[config.mk]
export PLATFORM = sky130hd
export DESIGN_NAME = seg_addr_gen
export DESIGN_NICKNAME = d
export VERILOG_FILES = /design/src/rtl/seg_addr_pkg.sv /design/src/rtl/seg_ea_calc.sv /design/src/rtl/seg_select.sv /design/src/rtl/seg_phys_add.sv /design/src/rtl/seg_addr_gen.sv
export SDC_FILE = /design/constraint.sdc
export NUM_CORES = 1
export LEC_CHECK = 0
export BUFFER_PORTS_ARGS = -buffer_cell sky130_fd_sc_hd__buf_4
export CORE_MARGIN = 4
export CORE_UTILIZATION = 50
export CTS_CLUSTER_DIAMETER = 150
export DETAILED_ROUTE_END_ITERATION = 8
export PLACE_DENSITY = 0.8
export SLEW_MARGIN = 20
export SYNTH_ARGS = -nofsm -noshare
export SYNTH_HDL_FRONTEND = slang
export SYNTH_HIERARCHICAL = 1
export SYNTH_SLANG_ARGS = --single-unit
[constraint.sdc]
create_clock -name clk_i -period 0.95 [get_ports clk_i]
set_input_delay 0.19 -clock clk_i [delete_from_list [all_inputs] [get_ports clk_i]]
set_output_delay 0.19 -clock clk_i [all_outputs]
set_load 0.005 [all_outputs]
[src/rtl/seg_addr_pkg.sv]
package seg_addr_pkg;
  parameter int unsigned OFS_W     = 16;
  parameter int unsigned SEG_SHIFT = 4;
  localparam int unsigned ADDR_W   = OFS_W + SEG_SHIFT;

  typedef enum logic [2:0] {
    AM_REG       = 3'd0,
    AM_IMM       = 3'd1,
    AM_DIRECT    = 3'd2,
    AM_REG_IND   = 3'd3,
    AM_BASED     = 3'd4,
    AM_INDEXED   = 3'd5,
    AM_BASED_IDX = 3'd6,
    AM_RSVD      = 3'd7
  } amode_e;

  typedef enum logic [1:0] {
    SEG_ES = 2'd0,
    SEG_CS = 2'd1,
    SEG_SS = 2'd2,
    SEG_DS = 2'd3
  } seg_e;
endpackage

[src/rtl/seg_ea_calc.sv]
module seg_ea_calc
  import seg_addr_pkg::*;
#(
  parameter int unsigned W = OFS_W
) (
  input  amode_e         mode_i,
  input  logic           base_sel_i,
  input  logic           idx_sel_i,
  input  logic [1:0]     ptr_sel_i,
  input  logic [W-1:0]   bx_i,
  input  logic [W-1:0]   bp_i,
  input  logic [W-1:0]   si_i,
  input  logic [W-1:0]   di_i,
  input  logic [W-1:0]   disp_i,
  output logic [W-1:0]   ofs_o,
  output logic           uses_bp_o,
  output logic           mem_ref_o
);
  logic [W-1:0] base_val, idx_val, ptr_val;

  always_comb begin
    base_val = base_sel_i ? bp_i : bx_i;
    idx_val  = idx_sel_i  ? di_i : si_i;
    unique case (ptr_sel_i)
      2'b01:   ptr_val = si_i;
      2'b10:   ptr_val = di_i;
      default: ptr_val = bx_i;
    endcase
  end

  // sums truncate to W bits: offset wraps modulo 2^W
  always_comb begin
    ofs_o     = '0;
    mem_ref_o = 1'b1;
    unique case (mode_i)
      AM_DIRECT:    ofs_o = disp_i;
      AM_REG_IND:   ofs_o = ptr_val;
      AM_BASED:     ofs_o = base_val + disp_i;
      AM_INDEXED:   ofs_o = idx_val + disp_i;
      AM_BASED_IDX: ofs_o = base_val + idx_val + disp_i;
      default:      mem_ref_o = 1'b0;
    endcase
    uses_bp_o = base_sel_i && (mode_i == AM_BASED || mode_i == AM_BASED_IDX);
  end
endmodule

[src/rtl/seg_select.sv]
module seg_select
  import seg_addr_pkg::*;
#(
  parameter int unsigned W = OFS_W
) (
  input  logic         fetch_i,
  input  logic         ovr_en_i,
  input  seg_e         ovr_sel_i,
  input  logic         uses_bp_i,
  input  logic [W-1:0] cs_i,
  input  logic [W-1:0] ds_i,
  input  logic [W-1:0] ss_i,
  input  logic [W-1:0] es_i,
  output logic [W-1:0] seg_o
);
  seg_e pick;

  always_comb begin
    if (fetch_i)       pick = SEG_CS;
    else if (ovr_en_i) pick = ovr_sel_i;
    else if (uses_bp_i) pick = SEG_SS;
    else               pick = SEG_DS;

    unique case (pick)
      SEG_ES:  seg_o = es_i;
      SEG_CS:  seg_o = cs_i;
      SEG_SS:  seg_o = ss_i;
      default: seg_o = ds_i;
    endcase
  end
endmodule

[src/rtl/seg_phys_add.sv]
module seg_phys_add
  import seg_addr_pkg::*;
#(
  parameter int unsigned W     = OFS_W,
  parameter int unsigned SHIFT = SEG_SHIFT,
  localparam int unsigned AW   = W + SHIFT
) (
  input  logic [W-1:0]  seg_i,
  input  logic [W-1:0]  ofs_i,
  output logic [AW-1:0] addr_o
);
  // carry beyond AW bits is dropped: wrap modulo 2^AW
  assign addr_o = {seg_i, {SHIFT{1'b0}}} + {{SHIFT{1'b0}}, ofs_i};
endmodule

[src/rtl/seg_addr_gen.sv]
module seg_addr_gen
  import seg_addr_pkg::*;
#(
  parameter int unsigned W     = OFS_W,
  parameter int unsigned SHIFT = SEG_SHIFT,
  localparam int unsigned AW   = W + SHIFT
) (
  input  logic          clk_i,
  input  logic          rst_ni,
  input  logic          fetch_i,
  input  logic [2:0]    mode_i,
  input  logic          base_sel_i,
  input  logic          idx_sel_i,
  input  logic [1:0]    ptr_sel_i,
  input  logic [W-1:0]  bx_i,
  input  logic [W-1:0]  bp_i,
  input  logic [W-1:0]  si_i,
  input  logic [W-1:0]  di_i,
  input  logic [W-1:0]  disp_i,
  input  logic          ovr_en_i,
  input  logic [1:0]    ovr_sel_i,
  input  logic [W-1:0]  cs_i,
  input  logic [W-1:0]  ds_i,
  input  logic [W-1:0]  ss_i,
  input  logic [W-1:0]  es_i,
  input  logic [W-1:0]  ip_i,
  output logic [AW-1:0] addr_o,
  output logic          no_mem_o
);
  logic [W-1:0]  ea_ofs, ofs, seg;
  logic [AW-1:0] addr_d;
  logic          uses_bp, mem_ref;

  seg_ea_calc #(.W(W)) i_ea (
    .mode_i    (amode_e'(mode_i)),
    .base_sel_i(base_sel_i),
    .idx_sel_i (idx_sel_i),
    .ptr_sel_i (ptr_sel_i),
    .bx_i      (bx_i),
    .bp_i      (bp_i),
    .si_i      (si_i),
    .di_i      (di_i),
    .disp_i    (disp_i),
    .ofs_o     (ea_ofs),
    .uses_bp_o (uses_bp),
    .mem_ref_o (mem_ref)
  );

  seg_select #(.W(W)) i_sel (
    .fetch_i  (fetch_i),
    .ovr_en_i (ovr_en_i),
    .ovr_sel_i(seg_e'(ovr_sel_i)),
    .uses_bp_i(uses_bp),
    .cs_i     (cs_i),
    .ds_i     (ds_i),
    .ss_i     (ss_i),
    .es_i     (es_i),
    .seg_o    (seg)
  );

  assign ofs = fetch_i ? ip_i : ea_ofs;

  seg_phys_add #(.W(W), .SHIFT(SHIFT)) i_add (
    .seg_i (seg),
    .ofs_i (ofs),
    .addr_o(addr_d)
  );

  always_ff @(posedge clk_i or negedge rst_ni) begin
    if (!rst_ni) begin
      addr_o   <= '0;
      no_mem_o <= 1'b1;
    end else begin
      addr_o   <= addr_d;
      no_mem_o <= !(fetch_i || mem_ref);
    end
  end

  // one-cycle history is valid only after the first clock out of reset
  logic past_ok;
  always_ff @(posedge clk_i or negedge rst_ni) begin
    if (!rst_ni) past_ok <= 1'b0;
    else         past_ok <= 1'b1;
  end

  assert_wrap_R2: assert property (@(posedge clk_i) disable iff (!rst_ni)
    past_ok && $past(fetch_i && cs_i == 16'hFF59 && ip_i == 16'hFFFF)
      |-> addr_o == 20'h0F58F);

  assert_fetch_mem_R3: assert property (@(posedge clk_i) disable iff (!rst_ni)
    past_ok && $past(fetch_i) |-> !no_mem_o);

  assert_no_mem_R11: assert property (@(posedge clk_i) disable iff (!rst_ni)
    past_ok && $past(!fetch_i && (mode_i == 3'd0 || mode_i == 3'd1 || mode_i == 3'd7))
      |-> no_mem_o);

  assert_bp_stack_R6: assert property (@(posedge clk_i) disable iff (!rst_ni)
    past_ok && $past(!fetch_i && !ovr_en_i && mode_i == 3'd4 && base_sel_i
                     && bp_i == '0 && disp_i == '0)
      |-> addr_o == $past({ss_i, {SHIFT{1'b0}}}));

  assert_direct_ds_R4: assert property (@(posedge clk_i) disable iff (!rst_ni)
    past_ok && $past(!fetch_i && !ovr_en_i && mode_i == 3'd2 && disp_i == '0)
      |-> addr_o == $past({ds_i, {SHIFT{1'b0}}}));
endmodule

==> out/metrics.csv <==
metric,value,unit
gr-usage-met3,5.158,%
cts_max_level,1,
grtUsageMet1,38.55,%
grt_pass1_vias,7527,
critPathCaptureType,register,
critPathMaxFanout,4,
synth_area_leaders,"ha_1 (10%), mux2_2 (9.8%), dfrtp_1 (8.8%)",
synth-edff-count,0,
cts.clk_slew.worst_paths,0.06,ns
avgRoutedWirePerCell,21.29,um
slowest_delay,0.49,ns
grt-busiest-layer,met2,
yosysWarnings,6,
initial_core_util,51.84,%
maxCapViolCount,0,
syn_nets,915,
leakage,4.354,nW
place_inst,1131,
layoutNonFillerInstCount,1149,
violations,negative setup slack,
synthArstFlopShare,100.0,%
finalCriticalPeriod,4.231,ns
finalSetupViolations,21,
drive_gt1_share,55.20,%
ys_seq_area_share,9.212,%
cts_root_buffer,clkbuf_16,
grt_pass1_wl,36940,um
hp-start,ip_i[0],
numPortBuffers,193,
drt_iter0_drc,650,
grt_start_max_net_pins,22,
nets,1247,
antenna_found_initial,0,
yosys.cell_types.count,78,
setup_ws,-3.281,ns
areaGrowthSynthToFinish,62.65,%
route.detailed.drc,0,
synth_seq_cells,21,
n_fill_cell,617,
grt-ovfl-total,0,
rows,38,
cp.required,1.12,ns
vdd_drop_max,0.6686,mV
worstSetupPathType,input pin to register,
synth_top_area_share,10.07,%
coreArea,11030,sq um
critical_path.cell_chain,buf_12 > mux2i_2 > inv_1 > fa_1 > ha_2 > fa_2 > buf_4 > a21o_1 > a211oi_2 > o22ai_1 > a22o_1 > mux2_4 > fa_2 > a211o_1 > a211oi_2 > o31ai_1 > a21oi_1 > xnor2_1,
met2_usage,64.24,%
crit_arrival,4.40,ns
rsz0062_at_grt,true,
synth_flop_cell,dfrtp_1,
status,"complete, but fails checks",
cts_tree,yes,
clock_sinks,21,
drt-total-wl,24460,um
whs_path_depth,2,
power_per_cell_area,1269,nW/um^2
max_freq,0.2363,GHz
cp_top_family,compound AO/OA/AOI/OAI gates,
die-width,114.9,um
dr_total_vias,7160,
min_to,addr_o[0]$_DFF_PN0_,
io_pins,194,
synth.most_common_cell,mux2_2,
syn_area_per_cell,8.434,sq um
ant_nets,0,
drv_slew,0,
fin_crit_sh,445.4,%
diodes,0,
routabilityCongestion,0.9644,
dpl.hpwl,17980,um
via_per_inst,6.232,
p_total,11.80,mW
crit_slowest_cell,fa_1,
worst_pin_slew,0.4209,ns
dieArea,13210,sq um
holdCritPathClass,input pin to register,
hold_viol,0,
cts_buffers,3,
track_usage,34.57,%
syn_inst,678,
first_pass_iters,5,
synth_commonest_cells,"mux2_2 (50), nand2_1 (48), ha_1 (46)",
critPathLaunchType,input pin,
path_depth,18,
post_dp_cell_area,8544,sq um
synth.largest_area_cell,ha_1,
die_h,114.9,um
maxSlewHeadroom,71.64,%
critPathBufInv,3,
cts_buffer_depth,2,
fin_area,9300,sq um
syn-cell-area,5718,sq um
## kinds of logic after synthesis
family          synth area share [%]
buf+inv                        7.921
xor+xnor                       5.208
fa+ha+maj                      16.37
compound gates                 29.76
mux                            16.41
flops                          9.212
simple gates                   15.12
## flip-flops by register name, indices dropped and copies added (netlist names)
| signal | flops |
|---|---|
| addr_o | 20 |
| no_mem_o | 1 |
## report_power, final
part | internal, mW | switching (mW)
combinational | 5.09 | 4.46
clock | 0.566 | 0.331
sequential | 1.21 | 0.146
total | 6.86 | 4.94
## metrics by stage
| step | hold slack (ns) | worst slack, ns | utilization (%) | setup TNS (ns) |
|---|---|---|---|---|
| 2_1_floorplan | -0.1056 | -3.300 | - | -50.80 |
| 3_3_place_gp | 0.08199 | -3.404 | 77.46 | -52.85 |
| 3_5_place_dp | 0.08542 | -3.513 | 77.46 | -54.37 |
| 4_1_cts | 0.1612 | -3.140 | 82.18 | -47.56 |
| 5_1_grt | 0.1574 | -3.453 | 84.31 | -52.95 |
| 6_report | 0.1637 | -3.281 | 84.31 | -50.71 |
## final cells by class
class / instances / area [sq um] / share of cell area (%)
Multi-Input combinational cell: 572 / 5364 / 57.68
Timing Repair Buffer: 377 / 3023 / 32.50
Sequential cell: 21 / 526.8 / 5.664
Tap cell: 140 / 175.2 / 1.883
Inverter: 35 / 131.4 / 1.413
Clock buffer: 3 / 75.07 / 0.8072
Clock inverter: 1 / 5.005 / 0.05381
## how the worst max path moves through the flow
stage,slack [ns],start,endpoint
2_1_floorplan,-3.30,base_sel_i,addr_o[19]$_DFF_PN0_
3_3_place_gp,-3.40,idx_sel_i,addr_o[19]$_DFF_PN0_
3_5_place_dp,-3.51,idx_sel_i,addr_o[19]$_DFF_PN0_
4_1_cts,-3.14,base_sel_i,addr_o[19]$_DFF_PN0_
5_1_grt,-3.45,base_sel_i,addr_o[18]$_DFF_PN0_
6_report,-3.28,base_sel_i,addr_o[14]$_DFF_PN0_
## what timing repair did
| action | CTS | global route |
|---|---|---|
| buffers inserted | 10 | 6 |
| pin swaps | 44 | 26 |
| endpoints found under the setup margin | 24 | 39 |
| hold buffers | 1 | 0 |
| hold endpoints to repair | 20 | 0 |
| resized for setup | 73 | 45 |
## per-layer routing
layer	wire (um)	vias to the layer above
li1	-	3207
met1	9107	3363
met2	12080	475
met3	2053	115
met4	1225	0
met5	0	-
## placed cells by master, fill, tap and decap left out, drive strengths merged, types with 17 or more instances in the layout
| cell type | n |
|---|---|
| nand2 | 48 |
| a211oi | 36 |
| a21o | 17 |
| a22oi | 17 |
| o21ai | 44 |
| fa | 18 |
| ha | 46 |
| nor2 | 27 |
| mux2 | 59 |
| mux2i | 24 |
| xnor2 | 20 |
| inv | 35 |
| buf | 376 |
| a21oi | 44 |
| dfrtp | 20 |
Power figures use the tool's default switching activity.
